## config.mk

```make
export PLATFORM = sky130hd
export DESIGN_NAME = rdr_ready_ctrl
export DESIGN_NICKNAME = d
export VERILOG_FILES = /design/src/rtl/rdr_ctrl_pkg.sv /design/src/rtl/rdr_sync.sv /design/src/rtl/rdr_por_timer.sv /design/src/rtl/rdr_cycle_guard.sv /design/src/rtl/rdr_status.sv /design/src/rtl/rdr_ready_ctrl.sv
export SDC_FILE = /design/constraint.sdc
export NUM_CORES = 1
export LEC_CHECK = 0
export BUFFER_PORTS_ARGS = -buffer_cell sky130_fd_sc_hd__buf_2
export CAP_MARGIN = 15
export CORE_MARGIN = 2
export CORE_UTILIZATION = 35
export CTS_BUF_LIST = sky130_fd_sc_hd__clkbuf_8
export DETAILED_ROUTE_END_ITERATION = 8
export PLACE_DENSITY = 0.62
export SLEW_MARGIN = 20
export SYNTH_ARGS = -nofsm -noshare
export SYNTH_HDL_FRONTEND = slang
export SYNTH_SLANG_ARGS = --single-unit
```

## constraint.sdc

```tcl
create_clock -name clk -period 1.8 [get_ports clk]
set_clock_uncertainty 0.05 [all_clocks]
set_input_delay 0 -clock clk [delete_from_list [all_inputs] [get_ports clk]]
set_output_delay 0 -clock clk [all_outputs]
set_load 0.02 [all_outputs]
```

## src/rtl/rdr_ctrl_pkg.sv

```systemverilog
package rdr_ctrl_pkg;

   // Bit positions of the pushbuttons inside the synchroniser bus
   localparam int unsigned BTN_RESET = 0;
   localparam int unsigned BTN_STOP  = 1;
   localparam int unsigned BTN_COUNT = 2;

   // Width of a counter that must hold values 0..n
   function automatic int unsigned cnt_width(input int unsigned n);
      return (n < 2) ? 1 : $clog2(n + 1);
   endfunction

endpackage

```

## src/rtl/rdr_sync.sv

```systemverilog
module rdr_sync #(
   parameter int unsigned WIDTH  = 2,
   parameter int unsigned STAGES = 2
) (
   input  logic             clk,
   input  logic             rst_n,
   input  logic [WIDTH-1:0] din,
   output logic [WIDTH-1:0] dout
);

   if (STAGES < 2) begin : g_bad_stages
      $error("rdr_sync: STAGES must be at least 2");
   end
   if (WIDTH < 1) begin : g_bad_width
      $error("rdr_sync: WIDTH must be at least 1");
   end

   logic [STAGES-1:0][WIDTH-1:0] pipe_q;

   always_ff @(posedge clk or negedge rst_n) begin
      if (!rst_n) begin
         pipe_q <= '0;
      end else begin
         pipe_q <= {pipe_q[STAGES-2:0], din};
      end
   end

   assign dout = pipe_q[STAGES-1];

endmodule

```

## src/rtl/rdr_por_timer.sv

```systemverilog
module rdr_por_timer
   import rdr_ctrl_pkg::*;
#(
   parameter int unsigned POR_CYCLES = 12
) (
   input  logic clk,
   input  logic rst_n,
   input  logic restart,
   output logic por
);

   localparam int unsigned CW = cnt_width(POR_CYCLES);
   localparam logic [CW-1:0] LAST = CW'(POR_CYCLES - 1);

   if (POR_CYCLES < 2) begin : g_bad_len
      $error("rdr_por_timer: POR_CYCLES must be at least 2");
   end

   logic [CW-1:0] cnt_q;
   logic          por_q;

   always_ff @(posedge clk or negedge rst_n) begin
      if (!rst_n) begin
         cnt_q <= '0;
         por_q <= 1'b1;
      end else if (restart) begin
         cnt_q <= '0;
         por_q <= 1'b1;
      end else if (por_q) begin
         if (cnt_q == LAST) begin
            por_q <= 1'b0;
            cnt_q <= '0;
         end else begin
            cnt_q <= cnt_q + 1'b1;
         end
      end
   end

   assign por = por_q;

endmodule

```

## src/rtl/rdr_cycle_guard.sv

```systemverilog
module rdr_cycle_guard (
   input  logic clk,
   input  logic rst_n,
   input  logic por,
   input  logic cyc_start,
   input  logic cyc_end,
   input  logic rst_s,
   output logic inhibit,
   output logic accept_hold,
   output logic release_evt
);

   logic inhibit_q;
   logic armed_q;

   // Read-cycle flag: start wins over end in the same cycle
   always_ff @(posedge clk or negedge rst_n) begin
      if (!rst_n) begin
         inhibit_q <= 1'b0;
      end else if (por) begin
         inhibit_q <= 1'b0;
      end else if (cyc_start) begin
         inhibit_q <= 1'b1;
      end else if (cyc_end) begin
         inhibit_q <= 1'b0;
      end
   end

   // A press counts only outside a read cycle and outside power-on reset
   assign accept_hold = rst_s & ~inhibit_q & ~por;

   // Registered edge detector on the accepted hold
   always_ff @(posedge clk or negedge rst_n) begin
      if (!rst_n) begin
         armed_q <= 1'b0;
      end else begin
         armed_q <= accept_hold;
      end
   end

   assign release_evt = armed_q & ~rst_s & ~inhibit_q;
   assign inhibit     = inhibit_q;

endmodule

```

## src/rtl/rdr_status.sv

```systemverilog
module rdr_status #(
   parameter int unsigned N_CHECKS = 2
) (
   input  logic                clk,
   input  logic                rst_n,
   input  logic                por,
   input  logic                accept_hold,
   input  logic                release_evt,
   input  logic                stop_s,
   input  logic                inhibit,
   input  logic [N_CHECKS-1:0] check_in,
   input  logic                hopper_chk,
   input  logic                auto_shutdown,
   output logic                ready,
   output logic                stop_ind,
   output logic                blower_en,
   output logic                por_restart
);

   logic blower_off_q;
   logic ready_q;
   logic stop_ind_q;
   logic any_check;
   logic stop_ok;
   logic ready_clr;
   logic ready_set;

   if (N_CHECKS == 1) begin : g_one_check
      assign any_check = check_in[0] | hopper_chk;
   end else begin : g_many_check
      assign any_check = (|check_in) | hopper_chk;
   end

   assign stop_ok     = stop_s & ~inhibit;
   assign por_restart = release_evt & blower_off_q;
   assign ready_clr   = por | any_check | stop_ok;
   assign ready_set   = release_evt & ~blower_off_q & ~hopper_chk;

   // Blower shutdown latch: release restarts, manual mode never shuts down
   always_ff @(posedge clk or negedge rst_n) begin
      if (!rst_n) begin
         blower_off_q <= 1'b0;
      end else if (!auto_shutdown) begin
         blower_off_q <= 1'b0;
      end else if (por_restart) begin
         blower_off_q <= 1'b0;
      end else if (hopper_chk) begin
         blower_off_q <= 1'b1;
      end
   end

   always_ff @(posedge clk or negedge rst_n) begin
      if (!rst_n) begin
         ready_q <= 1'b0;
      end else if (ready_clr) begin
         ready_q <= 1'b0;
      end else if (ready_set) begin
         ready_q <= 1'b1;
      end
   end

   always_ff @(posedge clk or negedge rst_n) begin
      if (!rst_n) begin
         stop_ind_q <= 1'b0;
      end else if (accept_hold) begin
         stop_ind_q <= 1'b0;
      end else if (ready_q && stop_ok) begin
         stop_ind_q <= 1'b1;
      end
   end

   assign ready     = ready_q;
   assign stop_ind  = stop_ind_q;
   assign blower_en = ~blower_off_q;

endmodule

```

## src/rtl/rdr_ready_ctrl.sv

```systemverilog
module rdr_ready_ctrl
   import rdr_ctrl_pkg::*;
#(
   parameter int unsigned TICKS_PER_MS = 1000,
   parameter int unsigned POR_MS       = 3000,
   parameter int unsigned SYNC_STAGES  = 2,
   parameter int unsigned N_CHECKS     = 2
) (
   input  logic                clk,
   input  logic                pwr_rst_n,
   input  logic                reset_btn,
   input  logic                stop_btn,
   input  logic [N_CHECKS-1:0] check_in,
   input  logic                hopper_chk,
   input  logic                cyc_start,
   input  logic                cyc_end,
   input  logic                auto_shutdown,
   output logic                por_o,
   output logic                init_rst_o,
   output logic                por_or_rst_o,
   output logic                ready_o,
   output logic                rst_inhibit_o,
   output logic                blower_en_o,
   output logic                stop_ind_o
);

   localparam int unsigned POR_CYCLES = TICKS_PER_MS * POR_MS;

   if (TICKS_PER_MS < 1 || POR_MS < 1) begin : g_bad_time
      $error("rdr_ready_ctrl: TICKS_PER_MS and POR_MS must be nonzero");
   end
   if (N_CHECKS < 1) begin : g_bad_checks
      $error("rdr_ready_ctrl: N_CHECKS must be at least 1");
   end

   logic [BTN_COUNT-1:0] btn_raw;
   logic [BTN_COUNT-1:0] btn_s;
   logic por;
   logic por_restart;
   logic inhibit;
   logic accept_hold;
   logic release_evt;

   assign btn_raw[BTN_RESET] = reset_btn;
   assign btn_raw[BTN_STOP]  = stop_btn;

   rdr_sync #(
      .WIDTH  (BTN_COUNT),
      .STAGES (SYNC_STAGES)
   ) u_sync (
      .clk   (clk),
      .rst_n (pwr_rst_n),
      .din   (btn_raw),
      .dout  (btn_s)
   );

   rdr_por_timer #(
      .POR_CYCLES (POR_CYCLES)
   ) u_por (
      .clk     (clk),
      .rst_n   (pwr_rst_n),
      .restart (por_restart),
      .por     (por)
   );

   rdr_cycle_guard u_guard (
      .clk         (clk),
      .rst_n       (pwr_rst_n),
      .por         (por),
      .cyc_start   (cyc_start),
      .cyc_end     (cyc_end),
      .rst_s       (btn_s[BTN_RESET]),
      .inhibit     (inhibit),
      .accept_hold (accept_hold),
      .release_evt (release_evt)
   );

   rdr_status #(
      .N_CHECKS (N_CHECKS)
   ) u_status (
      .clk           (clk),
      .rst_n         (pwr_rst_n),
      .por           (por),
      .accept_hold   (accept_hold),
      .release_evt   (release_evt),
      .stop_s        (btn_s[BTN_STOP]),
      .inhibit       (inhibit),
      .check_in      (check_in),
      .hopper_chk    (hopper_chk),
      .auto_shutdown (auto_shutdown),
      .ready         (ready_o),
      .stop_ind      (stop_ind_o),
      .blower_en     (blower_en_o),
      .por_restart   (por_restart)
   );

   assign por_o         = por;
   assign init_rst_o    = accept_hold;
   assign por_or_rst_o  = por | accept_hold;
   assign rst_inhibit_o = inhibit;

endmodule

```

==> summary.txt <==
STA
  • Period minus WS final: 1.831 ns
  • Post-route clock period utilization: 1.017
  • Max-slew headroom: 0.5174
  • Setup ws final: -0.03088 ns
  • Worst-Margin Slew: 0.7239 ns
  • # setup viols final: 12
  • Final Hold Fails: 0
  • RSZ-0062 raised after global routing: yes
  • Setup TNS: -0.2540 ns
  • Max Clk Rate: 0.5462 GHz
  • Max-slew violation count: 0

Synthesis
  • Synthesized flop and latch total: 32
  • Dominant synthesized flop cell: dfrtp_1
  • Async set or reset register ratio after synthesis: 1.000
  • Number of flops mapped to enable cells by yosys: 0
  • Syn nets: 177
  • Synthesized area: 1567 sq um
  • Synth area leader: dfrtp_1
  • Sequential fraction of the synthesis area: 0.5120
  • Leading post-synthesis cells by cell area: dfrtp_1 (50%), nor2_1 (6.0%), nand3_1 (4.2%), nand2_1 (3.8%), xnor2_1 (3.4%)
  • Mean Syn Cell Area: 9.437 sq um
  • Post-synth cell types: 34
  • Synth top area share: 0.4952
  • Synth warn: 0
  • Post-Syn Instances: 166

Global routing
  • Total global routing track utilization: 0.1628
  • Initial antenna violation count: 0
  • First-pass GRT wire length: 6465 microns
  • Number of global-route vias before repair: 1407
  • Grt total ovfl: 0
  • GRT met1 Usage: 0.2185
  • Gr busiest metal: met2
  • Largest net degree at the start of global routing: 33
  • GRT met3 Usage: 0.03846
  • Grt met2 use: 0.2596

Final layout
  • Fraction of layout cells with a size suffix above 1: 0.3394
  • Final Util: 0.5052
  • Final #Nets: 231
  • Most frequent cells in the layout: dfrtp_1 (30), buf_4 (22), nor2_1 (18), nand2_1 (16), buf_2 (16)
  • Layout area overhead: 39.46%
  • # diodes: 0
  • # fillers: 428
  • Commonest non-fill, non-tap cell in the layout: dfrtp_1
  • Design area: 2185 sq um

Die
  • Die H: 70.90 microns
  • DIE AREA: 5027 sq um
  • Number of I/O pins: 17
  • Core area: 4324 sq um
  • Initial core utilization: 0.3623
  • Die width: 70.90 microns
  • Num rows: 24

Routing
  • Vias after detailed routing: 1375
  • Final WL: 3738 microns
  • # DRC: 0
  • First-pass iteration count of the detailed router: 4
  • Via/cell ratio: 5.037
  • Drt wl/cell: 13.69 microns
  • 1st-iter DRT viols: 73
  • Antenna Nets Post-Route: 0

Power
  • Leakage Power: 0.9822 nW
  • Combinational share of power: 0.259
  • Internal cell power: 1.450 mW
  • PwrDens: 963.4 nW/um^2
  • Sw Ratio: 0.3112
  • Final Total Pwr: 2.105 mW
  • Sw Pwr: 655.0 uW
  • Clock share of power: 0.316
  • Seq pwr share: 0.424
  • Worst IR Drop VDD: 619.1 uV

Placed design
  • DPL Wire Length: 2567 microns
  • GPL Wtd Cong: 0.9071
  • Placed Instance Area: 1868 sq um
  • Port bufs: 16

Setup path
  • Crit path kind: reg2reg
  • Reg2Reg Setup Slack: -0.03 ns
  • Reg2Reg Depth: 6
  • CP max FO: 6
  • Required @ worst endpoint: 1.93 ns
  • Worst EP arrival: 1.96 ns
  • Endpoint class of the critical path: flip-flop
  • Critical path launch point type: flip-flop

Min path
  • Worst hold path type: in2async

Outcome
  • Failing checks: negative setup slack
  • Status: finished, violations left

CTS
  • Clock transition at the registers of the reported paths: 0.07 ns
  • Clock Latency Late Sink: 0.29 ns
  • TritonCTS clock tree: done
  • Cts bufs inserted: 5
  • H-tree depth: 2
  • CTS Root Cell: clkbuf_8
  • TritonCTS Sinks: 32
  • Maximum clock insertion buffer count: 2

Job
  • Maxcap violations: 0
[power groups by stage]
stage | logic [mW] | registers (mW) | clock network [mW]
2_1_floorplan | 0.275 | 0.932 | 0
3_3_place_gp | 0.511 | 0.905 | 0
3_5_place_dp | 0.511 | 0.905 | 0
4_1_cts | 0.535 | 0.892 | 0.684
5_1_grt | 0.617 | 0.908 | 0.715
6_report | 0.546 | 0.893 | 0.665
[Yosys cell counts, types with 5 or more instances]
library cell   n
nor3_1         5
nor2_1        25
a21oi_1        7
inv_1          5
nand2_1       16
o21ai_0       10
dfrtp_1       31
nand3_1       13
xor2_1         6
nand4_1        5
xnor2_1        6
[flip-flops by register name, summed over array words and instances (netlist names)]
| name | count |
|---|---|
| u_sync.dout | 2 |
| u_guard.inhibit | 1 |
| u_por.cnt_q | 22 |
| u_status.ready | 1 |
| u_status.stop_ind | 1 |
| u_sync.pipe_q | 2 |
| u_guard.armed_q | 1 |
| u_por.por | 1 |
| u_status.blower_off_q | 1 |
[area by class of cell]
class / instances / area, sq um / area share
Multi-Input combinational cell: 125 / 809.5 / 0.3706
Sequential cell: 32 / 803.3 / 0.3677
Timing Repair Buffer: 51 / 380.4 / 0.1741
Clock buffer: 5 / 68.82 / 0.03150
Tap cell: 52 / 65.06 / 0.02978
Clock inverter: 3 / 38.79 / 0.01775
Inverter: 5 / 18.77 / 0.008591
[critical path, cell delays in order, from the launching register on]
cell and delay [ns]:
dfrtp_1 0.39, or4b_4 0.55, nor4_4 0.20, nand2_1 0.12
o21ai_2 0.20, buf_6 0.17, nor2_1 0.05
[what timing repair did]
action / CTS / global route
endpoints found under the hold margin: 36 / 0
hold buffers: 9 / 0
setup endpoints to repair: 19 / 21
resized for setup: 12 / 17
pin swaps: 5 / 10
setup buffers: 1 / 3
[per-stage QoR]
stage                     hold WS, ns  cells  setup WS [ns]
after floorplan               -0.3456    166       -0.04954
after global placement        0.04315    253       -0.03880
after detailed placement      0.05166    253       -0.07065
after CTS                      0.2765    271       -0.05308
after global routing           0.2983    273        -0.1321
final                          0.2544    273       -0.03088
[metal layers]
layer / wire length (microns) / up-vias
met5: 0 / -
met4: 59 / 0
met3: 81 / 7
met2: 1876 / 11
met1: 1720 / 672
li1: - / 685
[final timing paths]
kind                                       start               end
worst max-delay path             u_por.cnt_q[11]   u_por.cnt_q[11]
worst min register to register  u_sync.pipe_q[0]    u_sync.dout[0]
worst min-delay path                   pwr_rst_n  u_sync.pipe_q[0]
max in group asynchronous              pwr_rst_n    u_por.cnt_q[8]
worst max register to register   u_por.cnt_q[11]   u_por.cnt_q[11]
min in group clk                u_sync.pipe_q[0]    u_sync.dout[0]
[cell families (layout without fill, tap and decap cells)]
group,after synthesis,in the layout,share of synthesized area
DFF,32,32,0.5120
adders and majority gates,1,1,0.007986
and+or+nand+nor,88,88,0.3011
buffers and inverters,9,64,0.02236
AOI/OAI and AO/OA,22,22,0.07668
muxes,2,2,0.01278
xor gates and xnor gates,12,12,0.06709
Power figures use the tool's default switching activity.
